**config.mk**
```make
export PLATFORM = sky130hd
export DESIGN_NAME = lcd_byte_serial_drv
export DESIGN_NICKNAME = d
export VERILOG_FILES = /design/src/rtl/lcd_drv_pkg.sv /design/src/rtl/lcd_dot_timing.sv /design/src/rtl/lcd_slot_seq.sv /design/src/rtl/lcd_byte_serial_drv.sv
export SDC_FILE = /design/constraint.sdc
export NUM_CORES = 1
export LEC_CHECK = 0
export CORE_MARGIN = 2
export CORE_UTILIZATION = 50
export DETAILED_ROUTE_END_ITERATION = 12
export PLACE_DENSITY = 0.76
export SETUP_SLACK_MARGIN = 0.05
export SYNTH_ARGS = -nofsm -noshare
export SYNTH_HDL_FRONTEND = slang
export SYNTH_SLANG_ARGS = --single-unit
```
**constraint.sdc**
```tcl
create_clock -name clk -period 2.8 [get_ports clk]
set_clock_uncertainty 0.2 [all_clocks]
set_input_delay 0.56 -clock clk [delete_from_list [all_inputs] [get_ports clk]]
set_output_delay 0.56 -clock clk [all_outputs]
set_load 0.005 [all_outputs]
```
**src/rtl/lcd_drv_pkg.sv**
```systemverilog
// Shared types for the byte-serialized panel driver.
// Assumes a fixed six-cycle pixel slot; phase encodings below are used by
// both the timing generator and the slot sequencer.
package lcd_drv_pkg;
    localparam int SLOT_CYCLES = 6;
    localparam logic [2:0] PH_LAST  = 3'd5;
    localparam logic [2:0] PH_RESET = 3'd2;

    // Flags describing one dot position on the panel raster.
    typedef struct packed {
        logic act;   // dot lies in the displayed window
        logic hs;    // dot lies in horizontal sync
        logic vs;    // dot lies in vertical sync
    } dot_flags_t;
endpackage

```
**src/rtl/lcd_dot_timing.sv**
```systemverilog
// Raster timing generator.
// Keeps the six-cycle slot phase and the column/line counters of the dot
// currently being sent, and presents the flags of the following dot so the
// sequencer can load them at the slot boundary. Assumes H_SYNC>0, V_SYNC>0,
// H_BLANK>H_SYNC and V_SHOWN<=V_ACT.
module lcd_dot_timing
    import lcd_drv_pkg::*;
#(
    parameter int H_ACT   = 480,
    parameter int H_SYNC  = 2,
    parameter int H_BLANK = 45,
    parameter int V_ACT   = 272,
    parameter int V_SYNC  = 10,
    parameter int V_BLANK = 16,
    parameter int V_SHOWN = 272
) (
    input  logic       clk,
    input  logic       rst_n,
    output logic [2:0] phase,
    output logic       slot_end,
    output dot_flags_t nxt_flags
);
    localparam int H_TOTAL = H_ACT + H_BLANK;
    localparam int V_TOTAL = V_ACT + V_BLANK;
    localparam int V_TOP   = V_BLANK + (V_ACT - V_SHOWN) / 2;
    localparam int HW      = $clog2(H_TOTAL);
    localparam int VW      = $clog2(V_TOTAL);

    logic [HW-1:0] hcnt, hnxt;
    logic [VW-1:0] vcnt, vnxt;

    assign slot_end = (phase == PH_LAST);

    // Advance the slot phase, wrapping after the last cycle.
    always_ff @(posedge clk) begin
        if (!rst_n)         phase <= PH_RESET;
        else if (slot_end)  phase <= '0;
        else                phase <= phase + 3'd1;
    end

    // Position of the dot that follows the current one.
    always_comb begin
        hnxt = hcnt + HW'(1);
        vnxt = vcnt;
        if (hcnt == HW'(H_TOTAL - 1)) begin
            hnxt = '0;
            vnxt = (vcnt == VW'(V_TOTAL - 1)) ? '0 : vcnt + VW'(1);
        end
    end

    // Raster flags of the following dot.
    always_comb begin
        nxt_flags.act = (hnxt >= HW'(H_BLANK)) && (vnxt >= VW'(V_TOP))
                        && (vnxt < VW'(V_TOP + V_SHOWN));
        nxt_flags.hs  = (hnxt < HW'(H_SYNC));
        nxt_flags.vs  = (vnxt < VW'(V_SYNC));
    end

    // Step the raster counters once per slot.
    always_ff @(posedge clk) begin
        if (!rst_n) begin
            hcnt <= '0;
            vcnt <= '0;
        end else if (slot_end) begin
            hcnt <= hnxt;
            vcnt <= vnxt;
        end
    end

    AST_PHASE_RANGE: assert property (@(posedge clk) disable iff (!rst_n)
        phase <= PH_LAST);
    AST_COUNT_RANGE: assert property (@(posedge clk) disable iff (!rst_n)
        (hcnt < HW'(H_TOTAL)) && (vcnt < VW'(V_TOTAL)));
endmodule

```
**src/rtl/lcd_slot_seq.sv**
```systemverilog
// Per-pixel slot sequencer.
// Loads one dot's flags and pixel at each slot boundary, then plays the
// byte/strobe/dot-clock pattern for that slot through registered outputs.
// Output pattern by phase (one register later at the pins):
//   0-1 blue, strobe at 1; 2-3 green, strobe at 3; 4-5 red; dot clock high 5,0,1.
// Assumes an external chain of edge-triggered registers on the strobe.
module lcd_slot_seq
    import lcd_drv_pkg::*;
(
    input  logic        clk,
    input  logic        rst_n,
    input  logic [2:0]  phase,
    input  logic        slot_end,
    input  dot_flags_t  nxt_flags,
    input  logic        pix_valid,
    input  logic [23:0] pix_data,
    output logic        pix_ready,
    output logic [7:0]  bus_o,
    output logic        latch_o,
    output logic        dclk_o,
    output logic        de_o,
    output logic        hsync_n_o,
    output logic        vsync_n_o,
    output logic        underflow_o
);
    dot_flags_t  cur;
    logic [23:0] pix_q;
    logic [7:0]  byte_sel, bus_d;
    logic        latch_d, dclk_d;

    assign pix_ready = slot_end && nxt_flags.act;

    // Load the next dot's flags and pixel (black when the source is empty).
    always_ff @(posedge clk) begin
        if (!rst_n) begin
            cur   <= '{act: 1'b0, hs: 1'b1, vs: 1'b1};
            pix_q <= '0;
        end else if (slot_end) begin
            cur   <= nxt_flags;
            pix_q <= (nxt_flags.act && pix_valid) ? pix_data : 24'd0;
        end
    end

    // Sticky record of any active dot that found no pixel waiting.
    always_ff @(posedge clk) begin
        if (!rst_n)                        underflow_o <= 1'b0;
        else if (pix_ready && !pix_valid)  underflow_o <= 1'b1;
    end

    // Pick the byte for this phase: far register, near register, direct.
    always_comb begin
        unique case (phase)
            3'd0, 3'd1: byte_sel = pix_q[7:0];
            3'd2, 3'd3: byte_sel = pix_q[15:8];
            default:    byte_sel = pix_q[23:16];
        endcase
        bus_d   = cur.act ? byte_sel : 8'd0;
        latch_d = cur.act && (phase == 3'd1 || phase == 3'd3);
        dclk_d  = (phase == PH_LAST) || (phase == 3'd0) || (phase == 3'd1);
    end

    // Register all panel-side outputs so they leave glitch free.
    always_ff @(posedge clk) begin
        if (!rst_n) begin
            bus_o     <= '0;
            latch_o   <= 1'b0;
            dclk_o    <= 1'b0;
            de_o      <= 1'b0;
            hsync_n_o <= 1'b1;
            vsync_n_o <= 1'b1;
        end else begin
            bus_o     <= bus_d;
            latch_o   <= latch_d;
            dclk_o    <= dclk_d;
            de_o      <= cur.act;
            hsync_n_o <= ~cur.hs;
            vsync_n_o <= ~cur.vs;
        end
    end

    AST_LATCH_SETUP: assert property (@(posedge clk) disable iff (!rst_n)
        $rose(latch_o) |-> $stable(bus_o));
    AST_DCLK_SETUP: assert property (@(posedge clk) disable iff (!rst_n)
        $rose(dclk_o) |-> $stable(bus_o));
    AST_NO_LATCH_BLANK: assert property (@(posedge clk) disable iff (!rst_n)
        latch_o |-> de_o);
    AST_BLANK_BUS_ZERO: assert property (@(posedge clk) disable iff (!rst_n)
        !de_o |-> (bus_o == 8'd0));
    AST_LATCH_NOT_DCLK: assert property (@(posedge clk) disable iff (!rst_n)
        !($rose(latch_o) && $rose(dclk_o)));
    AST_UNDERFLOW_STICKY: assert property (@(posedge clk) disable iff (!rst_n)
        underflow_o |=> underflow_o);
    AST_READY_ONE_CYCLE: assert property (@(posedge clk) disable iff (!rst_n)
        pix_ready |=> !pix_ready);
endmodule

```
**src/rtl/lcd_byte_serial_drv.sv**
```systemverilog
// Top of the byte-serialized 24-bit panel driver.
// Joins the raster timing generator and the slot sequencer. Assumes the
// panel samples on the dot-clock rising edge and that the external chain
// registers capture on the latch rising edge.
module lcd_byte_serial_drv
    import lcd_drv_pkg::*;
#(
    parameter int H_ACT   = 480,
    parameter int H_SYNC  = 2,
    parameter int H_BLANK = 45,
    parameter int V_ACT   = 272,
    parameter int V_SYNC  = 10,
    parameter int V_BLANK = 16,
    parameter int V_SHOWN = 272
) (
    input  logic        clk,
    input  logic        rst_n,
    input  logic        pix_valid,
    output logic        pix_ready,
    input  logic [23:0] pix_data,
    output logic [7:0]  lcd_data,
    output logic        lcd_latch,
    output logic        lcd_dclk,
    output logic        lcd_de,
    output logic        lcd_hsync_n,
    output logic        lcd_vsync_n,
    output logic        underflow
);
    logic [2:0] phase;
    logic       slot_end;
    dot_flags_t nxt_flags;

    lcd_dot_timing #(
        .H_ACT(H_ACT), .H_SYNC(H_SYNC), .H_BLANK(H_BLANK),
        .V_ACT(V_ACT), .V_SYNC(V_SYNC), .V_BLANK(V_BLANK), .V_SHOWN(V_SHOWN)
    ) u_timing (
        .clk(clk), .rst_n(rst_n), .phase(phase),
        .slot_end(slot_end), .nxt_flags(nxt_flags)
    );

    lcd_slot_seq u_seq (
        .clk(clk), .rst_n(rst_n), .phase(phase), .slot_end(slot_end),
        .nxt_flags(nxt_flags), .pix_valid(pix_valid), .pix_data(pix_data),
        .pix_ready(pix_ready), .bus_o(lcd_data), .latch_o(lcd_latch),
        .dclk_o(lcd_dclk), .de_o(lcd_de), .hsync_n_o(lcd_hsync_n),
        .vsync_n_o(lcd_vsync_n), .underflow_o(underflow)
    );
endmodule

```
==> results of run 1 <==
timing repair:
| item | 4_1_cts | 5_1_grt |
|---|---|---|
| setup endpoints to repair | 9 | 28 |
| pin swaps | 2 | 1 |
| resized for setup | 9 | 4 |
layer usage:
layer,vias up,GRT usage [%],routed length [um]
met1,1378,30.5,3420
met2,87,36.4,3810
met4,0,9.82,133
li1,1488,-,-
met3,11,5.14,396
met5,-,0,0
worst paths after layout:
path | cells past startpoint | from | end
max | 7 | u_timing.hcnt[8]$_SDFFE_PN0P_ | pix_ready
min | 1 | u_seq.cur[1]$_SDFFE_PN1P_ | u_seq.hsync_n_o$_SDFF_PN1_
max reg2reg | 7 | u_timing.hcnt[8]$_SDFFE_PN0P_ | u_seq.cur[0]$_SDFFE_PN1P_
min reg2reg | 1 | u_seq.cur[1]$_SDFFE_PN1P_ | u_seq.hsync_n_o$_SDFF_PN1_
state kept, by name (all words and copies together), names as in the netlist, 3 cells and up:
| signal | cells |
|---|---|
| u_timing.vcnt | 9 |
| u_seq.bus_o | 8 |
| u_timing.hcnt | 10 |
| u_seq.cur | 3 |
| u_seq.pix_q | 24 |
| u_timing.phase | 3 |
kinds of logic after synthesis:
kind of cell	share of synthesized area, %
multiplexers	3.47
AO/OA/AOI/OAI	19.9
XOR/XNOR	3.86
adder cells (fa/ha/maj)	1.58
AND/OR/NAND/NOR	25.8
flip-flops	39.7
buffers and inverters	5.64
critical path, stage by stage (launching register included):
cell and delay (ns):
dfxtp_2 0.32, or3_4 0.41, or4_4 0.54, o22ai_4 0.14, nor3b_4 0.24, o221ai_4 0.12
nor2_2 0.09, buf_2 0.13
area by class of cell:
class | count | area [sq um] | share of cell area (%)
Tap cell | 77 | 96.3 | 2.25
Sequential cell | 63 | 1260 | 29.6
Clock buffer | 9 | 124 | 2.89
Timing Repair Buffer | 105 | 886 | 20.7
Clock inverter | 7 | 50.0 | 1.17
Inverter | 9 | 33.8 | 0.789
Multi-Input combinational cell | 270 | 1830 | 42.6
cells in the final DEF, fill, tap and decap left out, drive strengths merged, types with 9 or more instances in the layout:
master	n
a21oi	24
buf	65
clkbuf	9
clkdlybuf4s50	40
dfxtp	63
mux2i	11
nand2	50
nand3	37
nor2	38
nor3	13
o31ai	25
xor2	10
power groups by stage:
stage	Combinational [mW]	Sequential, mW	Clock, mW
finish	0.165	0.909	0.701
floorplan	0.0932	0.930	0
global route	0.179	0.909	0.756
global placement	0.159	0.929	0
detailed placement	0.162	0.929	0
CTS	0.165	0.909	0.712
==> summary.txt, run 1 <==
Global routing
  – Largest net degree at the start of global routing: 28
  – First-pass GRT wire length: roughly 13 mm
  – Grt ovf: 0
  – Vias in the first global route: 2,788
  – GRT Util Overall: between 20% and 30%
  – Initial antenna violation count: 0

Timing
  – Worst setup margin: -0.293 ns
  – Crit share post-route: 110%
  – Setup violators final: 1
  – RSZ-0062 raised after global routing: true
  – Achievable Freq: roughly 320 MHz
  – Worst-margin pin slew: roughly 0.45 ns
  – Relative max-transition margin: a little over two thirds
  – Hold Vio Cnt, Final: 0
  – Slew Limit Fails: 0
  – Minimum clock period: roughly 3.1 ns
  – Setup TNS: -0.293 ns
  – Hold WS: around 0.21 ns

Placed design
  – Area post-placement: ~4000 sq um
  – Pre-CTS worst setup slack: -0.348 ns
  – Gpl congestion: 0.928
  – DP Wirelength: 5.55 mm
  – Placed Cells: between 500 and 600
  – PortBufs: between 40 and 50

Outcome
  – Status: finished, violations left
  – Failing checks: setup timing

Detailed routing
  – Routed Antenna Nets: 0
  – Wire length per cell: roughly 14 um
  – # DRC: 0
  – Via density: approximately 5.5
  – Routed vias: ~3,000
  – Detailed Route Iter0 Violations: between 150 and 200
  – Drt first pass iters: 4
  – Final WL: ~7.8 mm

Yosys
  – Cell variety after synth: between 50 and 60
  – Count leader, synth: dfxtp_1
  – Yosys top cell by area: dfxtp_1
  – Main flop type after synthesis: dfxtp_1
  – Post-synthesis sequential area ratio: between 30% and 40%
  – Count of state elements after synthesis: 63
  – Post-synth top cells: dfxtp_1 (63), nand2_1 (50), nor2_1 (38), nand3_1 (37), a21oi_1 (24)
  – Yosys top cell area share: about two fifths
  – Syn Std Cell Area: 3170 sq um
  – Number of synthesized flops with an enable pin: 0
  – Syn nets: 402
  – Synth top area cells: dfxtp_1 (40%), o31ai_2 (6.3%), nand2_1 (5.9%)
  – Syn Area/Cell: approximately 8.6 sq um
  – Post-Synthesis Cells: between 300 and 400
  – Yosys warns: 0
  – Post-synth ARST share: 0%

Critical path
  – Crit. End Element: output pin
  – Critical-path maximum fanout: 5
  – CP Class: reg2out
  – Worst Path Arrival: between 2 and 2.5 ns
  – FF-to-FF setup slack: about 0.15 ns
  – CP startpoint kind: flip-flop
  – Crit path required time: between 2 and 2.5 ns

Final layout
  – Fin util: between 60% and 70%
  – Final Net Count: 489
  – Diodes inserted: 0
  – Final Cell Area: approximately 4300 sq um
  – Fillers: just over 500
  – Fin cells: 540
  – Share of cells above drive strength 1: roughly 28%
  – Layout Area Growth over Synthesis: 34.9%

Floorplan
  – Die ar.: around 7000 sq um
  – Die Ht: 83.7 um
  – Core area: 6240 sq um
  – Die X: ~84 um
  – Initial core utilization: 50.8%
  – FP Rows: 29
  – Io pins: 42

Power and ir drop
  – Flop pwr share: 51.2%
  – Clock power frac: around 40%
  – Total Power: around 1.8 mW
  – VDD IR max: 306 uV
  – NetSw: ~0.48 mW
  – Leak: ~1.6 nW
  – P per Cell Area: slightly above 400 nW/um^2
  – Comb power frac: a little under a tenth
  – Sw frac: roughly 27%
  – Pint: around 1.3 mW

Clock tree
  – Clk buf depth: 2
  – Clk_lat worst skew: 0.35 ns
  – Post-CTS Setup Repair Bufs: 0
  – # clock sinks: 63
  – TritonCTS clock tree: built
  – CTS Hold Bufs: 0
  – Num CTS Buffers: 9
  – Clk slew on worst S/H paths: about 0.070 ns
  – Root Driver: clkbuf_8
  – # H-tree levels: 3

Run
  – Max Cap Viol: 0

Worst hold path
  – Hold WC Path Type: reg2reg
No activity file was read; power rests on OpenSTA's default activity.
==> run 2, diff against run 1 <==
Settings changed: CAP_MARGIN from default to 0, MAX_ROUTING_LAYER from default to met4.
==> summary.txt, run 2 (synthesized netlist as in run 1, its figures left out) <==
Detailed routing
  – Wire length per cell: 14.9 um (+3.7%)
  – Via density: 5.48 (-0.18%)
  – Routed vias: 2,964 (unchanged)
  – Detailed Route Iter0 Violations: 175 (-0.57%)
  – Routed Antenna Nets: 0 (unchanged)
  – Final WL: 8.07 mm (+3.9%)
  – # DRC: 0 (unchanged)
  – Drt first pass iters: 4 (unchanged)

Worst hold path
  – Hold WC Path Type: reg2reg

Placed design
  – PortBufs: 41 (unchanged)
  – DP Wirelength: 5.56 mm (about the same)
  – Pre-CTS worst setup slack: -0.366 ns (-0.0187 ns)
  – Gpl congestion: 0.924 (-0.42%)

Timing
  – Relative max-transition margin: 68.7% (-1.5 points)
  – Hold WS: 0.208 ns (+0.000497 ns)
  – Crit share post-route: 110% (-0.75 points)
  – Worst-margin pin slew: 0.469 ns (+0.0218 ns)
  – Setup TNS: -0.272 ns (+0.0209 ns)
  – Setup violators final: 1 (unchanged)
  – RSZ-0062 raised after global routing: true
  – Worst setup margin: -0.272 ns (+0.0209 ns)
  – Minimum clock period: 3.07 ns (-0.0209 ns)
  – Achievable Freq: 326 MHz (+0.68%)
  – Hold Vio Cnt, Final: 0 (unchanged)
  – Slew Limit Fails: 0 (unchanged)

Power and ir drop
  – Comb power frac: 8.3% (-1.0 points)
  – Clock power frac: 46.0% (+6.5 points)
  – P per Cell Area: 459 nW/um^2 (+11%)
  – Leak: 1.68 nW (+2.1%)
  – Flop pwr share: 45.6% (-5.6 points)
  – VDD IR max: 456 uV (+49%)
  – Sw frac: 24.2% (-2.6 points)
  – NetSw: 0.483 mW (+1.4%)
  – Pint: 1.51 mW (+16%)

Final layout
  – Layout Area Growth over Synthesis: 36.8%
  – Final Net Count: 490 (+0.20%)
  – Diodes inserted: 0 (unchanged)
  – Largest register FFs: 24 (unchanged)
  – Most frequent cells in the layout: buf_4 (65), dfxtp_1 (59), nand2_1 (50)
  – Commonest non-fill, non-tap cell in the layout: buf_4
  – Share of cells above drive strength 1: 28.2% (+0.37 points)
  – Fin util: 69.5% (+0.94 points)
  – Largest Register: u_seq.pix_q
  – Top flop regs: u_seq.pix_q: 24 flops, u_timing.hcnt: 10 flops, u_timing.vcnt: 9 flops

Global routing
  – Largest net degree at the start of global routing: 28 (unchanged)
  – Grt ovf: 0 (unchanged)
  – GRT Util Overall: 23.9% (+0.81 points)
  – Initial antenna violation count: 0 (unchanged)
  – Vias in the first global route: 2,845 (+2.0%)
  – First-pass GRT wire length: 13.1 mm (+0.84%)

Floorplan
  – Die X: 83.7 um (unchanged)
  – Io pins: 42 (unchanged)
  – Die Ht: 83.7 um (unchanged)
  – Die ar.: 7000 sq um (unchanged)
  – Core area: 6240 sq um (unchanged)
  – Initial core utilization: 50.8% (unchanged)
  – FP Rows: 29 (unchanged)

Run
  – Max Cap Viol: 0 (unchanged)

Critical path
  – Crit path required time: 2.04 ns (about the same)
  – CP startpoint kind: flip-flop
  – Worst Path Buf+Inv: 1 (unchanged)
  – Critical path's slowest cell: or4_4
  – CP top delay family: simple AND/OR/NAND/NOR gates
  – Critical-path maximum fanout: 4 (-1)
  – CP peak stage delay: 0.52 ns (-0.02 ns)
  – Crit. End Element: output pin
  – Worst Path Arrival: 2.31 ns (-0.02 ns)
  – CP cell instances: or3_4, or4_4, o22ai_4, nor3b_4, o221ai_4, nor2_2, buf_2
  – CP Class: reg2out

Clock tree
  – Root Driver: clkbuf_8
  – TritonCTS clock tree: built
  – Num CTS Buffers: 9 (unchanged)
  – # H-tree levels: 3 (unchanged)
  – # clock sinks: 63 (unchanged)
  – Clk slew on worst S/H paths: 0.08 ns (about the same)
  – Clk_lat worst skew: 0.35 ns (about the same)
  – Clk buf depth: 2 (unchanged)

Outcome
  – Status: finished, violations left
  – Failing checks: setup timing
run 2: changes by cell type in the layout (fill, tap and decap cells not counted), sizes merged:
cell | before | now
buf | 65 | 66
bufinv | 0 | 2
clkbuf | 9 | 10
clkinv | 5 | 2
clkinvlp | 3 | 2
inv | 8 | 9
run 2: layout make-up:
type	instances	area, sq um
sequential	63	1270
multi-input combinational	270	1820
fill	496	1900
inverter	9	33.8
tap	77	96.3
clock inverter	6	92.6
timing repair buffer	106	893
clock buffer	10	138
run 2: what timing repair did:
item | 4_1_cts | 5_1_grt
hold endpoints to repair | 0 | 0
gates resized for setup | 10 | 3
setup endpoints to repair | 28 | 27
setup buffers | 1 | 0
hold buffers | 0 | 0
pin swaps | 4 | 0
run 2: metal layers:
metal	vias to the layer above	GRT usage, %	share of wire [%]
met2	65	37.5	49
met5	-	-	0
met1	1400	30.4	46
li1	1485	-	-
met3	14	3.96	3.8
met4	0	10.7	1.8
run 2: power groups by stage:
stage	combinational [mW]	clock [mW]	sequential (mW)
floorplan	0.0932	0	0.930
global placement	0.159	0	0.929
detailed placement	0.162	0	0.929
CTS	0.165	0.924	0.909
global route	0.180	0.963	0.909
finish	0.166	0.917	0.909
run 2: worst reg2reg max path, delay by kind of cell, from the launching register on:
family / cells / cell delay, ns
and+or+nand+nor: 3 / 0.97
AOI/OAI and AO/OA: 3 / 0.43
buffers and inverters: 1 / 0.42
DFF: 1 / 0.39
adders and majority gates: 1 / 0.15
run 2: through the flow:
step / cell area, sq um / cells / power, mW
after global routing: 4340 / 541 / 2.05
after detailed placement: 4060 / 524 / 1.09
after CTS: 4330 / 541 / 2.00
final: 4340 / 541 / 1.99
after global placement: 4060 / 524 / 1.09
after floorplan: 3240 / 371 / 1.02
run 2: path summary, 6_finish.rpt:
kind / cells after the start / slack (ns) / from / to
setup / recovery: 7 / -0.27 / u_timing.hcnt[6]$_SDFFE_PN0P_ / pix_ready
hold / removal: 1 / 0.21 / u_seq.cur[1]$_SDFFE_PN1P_ / u_seq.hsync_n_o$_SDFF_PN1_
setup reg to reg: 8 / 0.14 / u_timing.vcnt[0]$_SDFFE_PN0P_ / u_seq.pix_q[20]$_SDFFE_PN0P_
hold reg to reg: 1 / 0.21 / u_seq.cur[1]$_SDFFE_PN1P_ / u_seq.hsync_n_o$_SDFF_PN1_
